===== src/rtl/pwm_gate_pkg.sv =====
package pwm_gate_pkg;

  // width of a counter that must hold values 0..n
  function automatic int unsigned cnt_width(input int unsigned n);
    return (n < 2) ? 1 : $clog2(n + 1);
  endfunction

  // per-cycle latch command
  typedef struct packed {
    logic set;
    logic clr;
  } latch_cmd_t;

endpackage


===== src/rtl/osc_edge_det.sv =====
module osc_edge_det (
  input  logic clk,
  input  logic rst,
  input  logic osc_i,
  output logic fall_o
);
  logic osc_q;

  always_ff @(posedge clk) begin
    if (rst) osc_q <= 1'b0;
    else     osc_q <= osc_i;
  end

  assign fall_o = osc_q & ~osc_i;

  AST_FALL_NOT_IN_DEAD: assert property (@(posedge clk) disable iff (rst)
    fall_o |-> (!osc_i && $past(osc_i))) else $error("fall flagged wrongly");
endmodule


===== src/rtl/cycle_phase.sv =====
module cycle_phase (
  input  logic clk,
  input  logic rst,
  input  logic clr_i,
  input  logic fall_i,
  input  logic half_i,
  output logic allow_o
);
  logic phase_q;

  always_ff @(posedge clk) begin
    if (rst || clr_i) phase_q <= 1'b0;
    else if (fall_i)  phase_q <= ~phase_q;
  end

  assign allow_o = ~half_i | ~phase_q;

  AST_HALF_SKIP: assert property (@(posedge clk) disable iff (rst)
    (fall_i && half_i && !clr_i && allow_o) |=> (!half_i || !allow_o))
    else $error("half mode did not skip");
  AST_PHASE_CLEARED: assert property (@(posedge clk) disable iff (rst)
    clr_i |=> allow_o) else $error("phase not cleared");
endmodule


===== src/rtl/blank_timer.sv =====
module blank_timer import pwm_gate_pkg::*; #(
  parameter int unsigned BLANK_CYC = 13
) (
  input  logic clk,
  input  logic rst,
  input  logic load_i,
  output logic busy_o
);
  localparam int unsigned CW = cnt_width(BLANK_CYC);
  logic [CW-1:0] cnt_q;

  always_ff @(posedge clk) begin
    if (rst)               cnt_q <= '0;
    else if (load_i)       cnt_q <= CW'(BLANK_CYC);
    else if (cnt_q != '0)  cnt_q <= cnt_q - 1'b1;
  end

  assign busy_o = (cnt_q != '0);

  AST_BLANK_LOADED: assert property (@(posedge clk) disable iff (rst)
    load_i |=> busy_o) else $error("blank window not started");
endmodule


===== src/rtl/pwm_gate_logic.sv =====
module pwm_gate_logic import pwm_gate_pkg::*; #(
  parameter int unsigned BLANK_CYC = 13
) (
  input  logic clk,
  input  logic rst,
  input  logic osc_pulse_i,
  input  logic cs_trip_i,
  input  logic dlim_trip_i,
  input  logic half_mode_i,
  input  logic dc_inhibit_i,
  input  logic fault_i,
  output logic gate_o
);
  logic       fall_w, allow_w, busy_w, load_w;
  logic       lat_q, lat_d;
  latch_cmd_t cmd;

  osc_edge_det u_edge (
    .clk(clk), .rst(rst), .osc_i(osc_pulse_i), .fall_o(fall_w)
  );

  cycle_phase u_phase (
    .clk(clk), .rst(rst), .clr_i(fault_i), .fall_i(fall_w),
    .half_i(half_mode_i), .allow_o(allow_w)
  );

  blank_timer #(.BLANK_CYC(BLANK_CYC)) u_blank (
    .clk(clk), .rst(rst), .load_i(load_w), .busy_o(busy_w)
  );

  always_comb begin
    cmd.set = fall_w & allow_w & ~dlim_trip_i;
    cmd.clr = osc_pulse_i | dlim_trip_i | (cs_trip_i & ~busy_w);
    if (fault_i)          lat_d = 1'b0;
    else if (osc_pulse_i) lat_d = 1'b0;
    else if (fall_w)      lat_d = cmd.set;
    else if (cmd.clr)     lat_d = 1'b0;
    else                  lat_d = lat_q;
  end

  assign load_w = cmd.set & ~fault_i;

  always_ff @(posedge clk) begin
    if (rst) begin
      lat_q  <= 1'b0;
      gate_o <= 1'b0;
    end else begin
      lat_q  <= lat_d;
      gate_o <= lat_d & ~dc_inhibit_i;
    end
  end

  AST_DEAD_LOW: assert property (@(posedge clk) disable iff (rst)
    osc_pulse_i |=> !gate_o) else $error("gate on in dead time");
  AST_FAULT_LOW: assert property (@(posedge clk) disable iff (rst)
    fault_i |=> (!gate_o && !lat_q)) else $error("gate on in fault");
  AST_INHIBIT_LOW: assert property (@(posedge clk) disable iff (rst)
    dc_inhibit_i |=> !gate_o) else $error("gate on while inhibited");
  AST_ON_AT_FALL: assert property (@(posedge clk) disable iff (rst)
    $rose(lat_q) |-> $past(fall_w)) else $error("turn-on outside period start");
  AST_DLIM_OFF: assert property (@(posedge clk) disable iff (rst)
    (lat_q && dlim_trip_i) |=> !lat_q) else $error("duty limit ignored");
  AST_BLANK_HOLD: assert property (@(posedge clk) disable iff (rst)
    (lat_q && busy_w && !osc_pulse_i && !dlim_trip_i && !fault_i) |=> lat_q)
    else $error("current sense acted in blanking");
endmodule


===== config.mk =====
export PLATFORM = sky130hd
export DESIGN_NAME = pwm_gate_logic
export DESIGN_NICKNAME = d
export VERILOG_FILES = /design/src/rtl/pwm_gate_pkg.sv /design/src/rtl/osc_edge_det.sv /design/src/rtl/cycle_phase.sv /design/src/rtl/blank_timer.sv /design/src/rtl/pwm_gate_logic.sv
export SDC_FILE = /design/constraint.sdc
export NUM_CORES = 1
export LEC_CHECK = 0
export BUFFER_PORTS_ARGS = -buffer_cell sky130_fd_sc_hd__clkbuf_2
export CAP_MARGIN = 20
export CORE_AREA = 2 2 39 41
export DETAILED_ROUTE_END_ITERATION = 16
export DIE_AREA = 0 0 41 43
export PLACE_DENSITY_LB_ADDON = 0.2
export REMOVE_ABC_BUFFERS = 1
export SYNTH_ARGS = -nofsm -noshare
export SYNTH_HDL_FRONTEND = slang
export SYNTH_HIERARCHICAL = 1
export SYNTH_SLANG_ARGS = --single-unit

===== constraint.sdc =====
create_clock -name clk -period 2.13 [get_ports clk]
set_clock_uncertainty 0.1 [all_clocks]
set_input_delay 0 -clock clk [delete_from_list [all_inputs] [get_ports clk]]
set_output_delay 0 -clock clk [all_outputs]
set_load 0.1 [all_outputs]

# ---- Word-level counts from Yosys, hierarchy flattened
# Cells that the tools add are included.
# W data, S select, Z words.
dict set report word_totals {
  ram_bits 0
  latchBits 0
  romBits 0
  inputBits 8
  elab_cells 33
  ff_bits 8
  mem_count 0
  output_inout_bits 1
}
dict set report classes {
  n_shift 0
  div_mod_pow 0
  reduce_logical 4
  n_mux 6
  n_bitwise 16
  magnitude_cmp 0
  mul 0
  add_sub_neg 1
  n_eq_ne 0
}
# cell count
set ops {}
lappend ops {{$mux W4} 2}
lappend ops {{$not A1 Y1} 7}
lappend ops {{$and A1 B1 Y1} 6}
lappend ops {{$mux W1} 4}
lappend ops {{$reduce_bool A4 Y1} 1}
lappend ops {{$sub A4 B1 Y4 const B} 1}
lappend ops {{$or A1 B1 Y1} 3}
lappend ops {{$reduce_bool A2 Y1} 1}
lappend ops {{$reduce_or A2 Y1} 1}
lappend ops {{$logic_or A1 B1 Y1} 1}

# ---- Logic depth before layout (Yosys ltp)
dict set report logic_depth {
  depth_word 9
  ltp_mapped 7
  ltp_nobuf 6
}

# ---- Hierarchy
# Netlist, hierarchy kept.
# module area_each_um2 instances cells_each
set by_module_without_submodules {}
lappend by_module_without_submodules {blank_timer 187.7 1 21}
lappend by_module_without_submodules {pwm_gate_logic 92.6 1 10}
lappend by_module_without_submodules {cycle_phase 42.5 1 4}
lappend by_module_without_submodules {osc_edge_det 35.0 1 3}

# ---- Worst setup path after synthesis
# No wires, ideal clock.
dict set report synth_path {
  path_type {register to register}
  from {register u_blank.cnt_q[0]}
  to {register u_blank.cnt_q[1]}
  period_less_slack_ns 1.552
  slack_ns 0.578
  stages_incl_launch_ff 6
  arrival_time_ns 1.340
  setup_ns 0.112
  path_cell_list {dfxtp_1 > inv_1 > ha_1 > or3b_1 > clkbuf_1 > a2111oi_1}
}
dict set report synth_between {
  elab_chain_cells 1
  word_cells_on_any_way 2
  cone_classes {add/sub (1); reduce/logical (1)}
}
# element line_no
set synth_rtl {}
lappend synth_rtl {{start, declared} blank_timer.sv:10} ;# logic [CW-1:0] cnt_q;
lappend synth_rtl {{start signal, assigned} blank_timer.sv:14} ;# else if (load_i) cnt_q <= CW'(BLANK_CYC);
lappend synth_rtl {{start signal, assigned} blank_timer.sv:15} ;# else if (cnt_q != '0) cnt_q <= cnt_q - 1'b1;
lappend synth_rtl {{$reduce_bool A4 Y1} --}
lappend synth_rtl {{net busy_w} pwm_gate_logic.sv:14} ;# logic fall_w, allow_w, busy_w, load_w;
# The timed path passes the listed nets, and every way through them passes these cells.
# A chain may end at the register's enable or synchronous reset.

# ---- Worst setup path in the final report
dict set report layout_path {
  from {input osc_pulse_i}
  to {register u_phase.phase_q}
}
dict set report layout_between {
  elab_chain_cells 2
}
# element line_no
set layout_rtl {}
lappend layout_rtl {{start, declared} pwm_gate_logic.sv:6} ;# input logic osc_pulse_i,
lappend layout_rtl {{$not A1 Y1} osc_edge_det.sv:14} ;# assign fall_o = osc_q & ~osc_i;
lappend layout_rtl {{$and A1 B1 Y1} osc_edge_det.sv:14}
lappend layout_rtl {{net fall_w} pwm_gate_logic.sv:14}
lappend layout_rtl {{end signal, assigned} cycle_phase.sv:13} ;# else if (fall_i) phase_q <= ~phase_q;
lappend layout_rtl {{end, declared} cycle_phase.sv:9} ;# logic phase_q;
# The timed path passes the listed nets, and every way through them passes these cells.

==> metrics.md <==
| Metric | Value |
|---|---|
| Total number of vias | 300 |
| Drt first pass iters | 4 |
| Power Dens Cells | around 990 nW/um^2 |
| CP startpoint kind | primary input |
| Routed Wire Length | 627 microns |
| Synth area leaders | dfxtp_1 45%, nor3_2 5.6%, xnor2_1 4.9% |
| Clock Pin Slew Worst Setup and Hold Paths | 0.05 ns |
| First-pass GRT wire length | between 1000 and 1500 microns |
| Seq/Total Area, Yosys | between 40% and 50% |
| Min-Delay Path Depth | 5 |
| Ratio of cells with drive above 1 in the final layout | 30.9% |
| Post-synthesis cell area | 358 sq um |
| Final Hold Vio Count | 0 |
| Status | completed |
| DIE AREA | 1760 sq um |
| Cell Chain, Critical Path | dlygate4sd3_1 -> clkbuf_2 -> nor2b_1 -> xnor2_1 -> nor3_2 -> dlygate4sd3_1 |
| CTS tree | done |
| Ports | 9 |
| Slew @ Worst Pin | 0.536 ns |
| Max Root-Sink Buffers | 2 |
| Clock Tree Root | clkbuf_4 |
| Critical Path End Type | register |
| WP data arrival | approximately 1.6 ns |
| Synth top area share | between 40% and 50% |
| Syn Inst Count | 38 |
| Die width | 41 microns |
| NumNets Final | 66 |
| Final setup violation count | 0 |
| H-tree depth | 1 |
| Max-cap violations | 0 |
| Drc violations | 0 |
| CP max FO | 3 |
| Minimum clock period | 1.61 ns |
| Total track usage | 9.67% |
| Diode count | 0 |
| Max Freq | slightly above 0.6 GHz |
| Design Area, Final | 510 sq um |
| Post-route ant nets | 0 |
| Clock sink count | 8 |
| Worst Reg-to-Reg Cells | 4 |
| Peak supply drop | 0.000352 V |
| Post-synth EDFFs | 0 |
| Post-CTS Setup Bufs | 0 |
| Die height | 43 microns |
| CP required | 2.17 ns |
| Type of the worst setup path | in2reg |
| Initial antenna violation count | 0 |
| DP Wirelength | 486 microns |
| Setup TNS | 0 ns |
| HP Class | in2reg |
| I/O Buffers | 8 |
| Placed insts | 61 |
| Number of buffers created by CTS | 3 |
| Largest stage delay on the critical path | 0.54 ns |
| FF+latch count, synth | 8 |
| Row count | 14 |
| Initial DRC Count | 1 |
| Global-route congestion overflow total | 0 |
| Fin crit share | 75.4% |
| Non-filler cells, final | 71 |
| Via/cell ratio | about 4.2 |
| Syn Area/Cell | 9.42 sq um |
| Core Region | 1380 sq um |
| Worst path most repeated cell | dlygate4sd3_1 |
| Avg WL per Cell | 8.83 microns |
| Starting density of the core | 25.9% |
| Commonest non-fill, non-tap cell in the layout | clkbuf_2 |
| Slew HR | between 60 and 70% |
| Commonest cells after routing, fill and taps aside | 8 x clkbuf_2, 7 x dfxtp_1, 7 x dlygate4sd3_1 |
| Max-slew violations | 0 |
| Vias in the first global route | 328 |
| CP max stage cell | dlygate4sd3_1 |
| Synth Warn # | 6 |
| Ys async rst share | 0% |
| Gp weighted congestion | 0.598 |
| Synth-to-Final Area Change | 42.7% |
| Worst skew pair latency | 0.25 ns |
| Cell area after placement | around 410 sq um |
| RSZ-0062 raised after global routing | false |
| LEAKAGE | 0.205 nW |
| Largest net degree at the start of global routing | 8 |
| Synth Flop Type | dfxtp_1 |
| Largest area contributor in the netlist | dfxtp_1 |
| Unique masters post-synth | 20 |
==> power by group <==
part / switching [mW] / internal (mW) / total [mW] / leakage (nW)
sequential: 0.0247 / 0.183 / 0.208 / 0.0659
clock: 0.0499 / 0.0644 / 0.114 / 0.0138
combinational: 0.0753 / 0.107 / 0.183 / 0.125
==> final cells by class <==
class                      count  area (sq um)
tap                           16          20.0
sequential                     8           161
inverter                       4          15.0
multi-input combinational     25           181
clock buffer                   3          22.5
fill                         141           873
timing repair buffer          15           110
==> cells by family (layout without fill, tap and decap cells) <==
logic type | Yosys count | in the layout | share of synthesized area [%]
buffers and inverters | 5 | 22 | 5.24
AO/OA/AOI/OAI | 5 | 5 | 9.79
AND/OR/NAND/NOR | 16 | 16 | 29.0
flip-flops | 8 | 8 | 44.8
multiplexers | 1 | 1 | 2.80
adder cells (fa/ha/maj) | 1 | 1 | 3.50
XOR/XNOR | 2 | 2 | 4.90
==> path summary, 6_finish.rpt <==
path / from / endpoint / slack, ns
hold / removal: half_mode_i / lat_q / 0.1
setup / recovery: osc_pulse_i / u_phase/phase_q / 0.52
setup reg to reg: u_blank/cnt_q[0] / u_blank/cnt_q[1] / 0.58
hold reg to reg: u_blank/cnt_q[1] / u_blank/cnt_q[1] / 0.42
==> layer usage <==
layer  share of wire [%]  up-vias  track usage (%)
li1                    -      163                -
met1                  44      128             9.42
met2                  51        7             15.3
met3                 4.0        2             1.57
met4                 1.6        0             10.0
met5                   0        -                0
==> flip-flops by register name, indices dropped and copies added, names as in the netlist <==
| register | cells |
|---|---|
| u_phase/phase_q | 1 |
| u_edge/osc_q | 1 |
| gate_o | 1 |
| u_blank/cnt_q | 4 |
| lat_q | 1 |
==> what timing repair did <==
| action | in CTS | in global routing |
|---|---|---|
| resized for setup | 0 | 2 |
| endpoints found under the setup margin | 0 | 1 |
| hold endpoints to repair | 8 | 0 |
| hold buffers | 8 | 0 |
==> worst max-delay path: cells and delay by family <==
kind          cells  cell delay (ns)
simple gates      2             0.28
xor+xnor          1             0.17
buf+inv           3             1.19
==> synthesized netlist by cell type (2+ instances only) <==
| cell type | count |
|---|---|
| nor2b_1 | 2 |
| xnor2_1 | 2 |
| nor3_2 | 2 |
| inv_1 | 4 |
| nor3_1 | 2 |
| nor2_1 | 3 |
| a21oi_1 | 2 |
| dfxtp_1 | 8 |
| nand2_1 | 2 |
==> metrics by stage <==
| step | worst slack (ns) | hold WS [ns] | power [mW] | util (%) |
|---|---|---|---|---|
| global route | 0.474 | 0.117 | 0.548 | 36.9 |
| CTS | 0.0260 | 0.0847 | 0.497 | 37.3 |
| finish | 0.524 | 0.0953 | 0.505 | 36.9 |
| floorplan | 0.625 | -0.0342 | 0.340 | - |
| global placement | 0.502 | 0.0709 | 0.378 | 29.9 |
| detailed placement | 0.543 | 0.0720 | 0.372 | 29.9 |
Power figures use the tool's default switching activity.
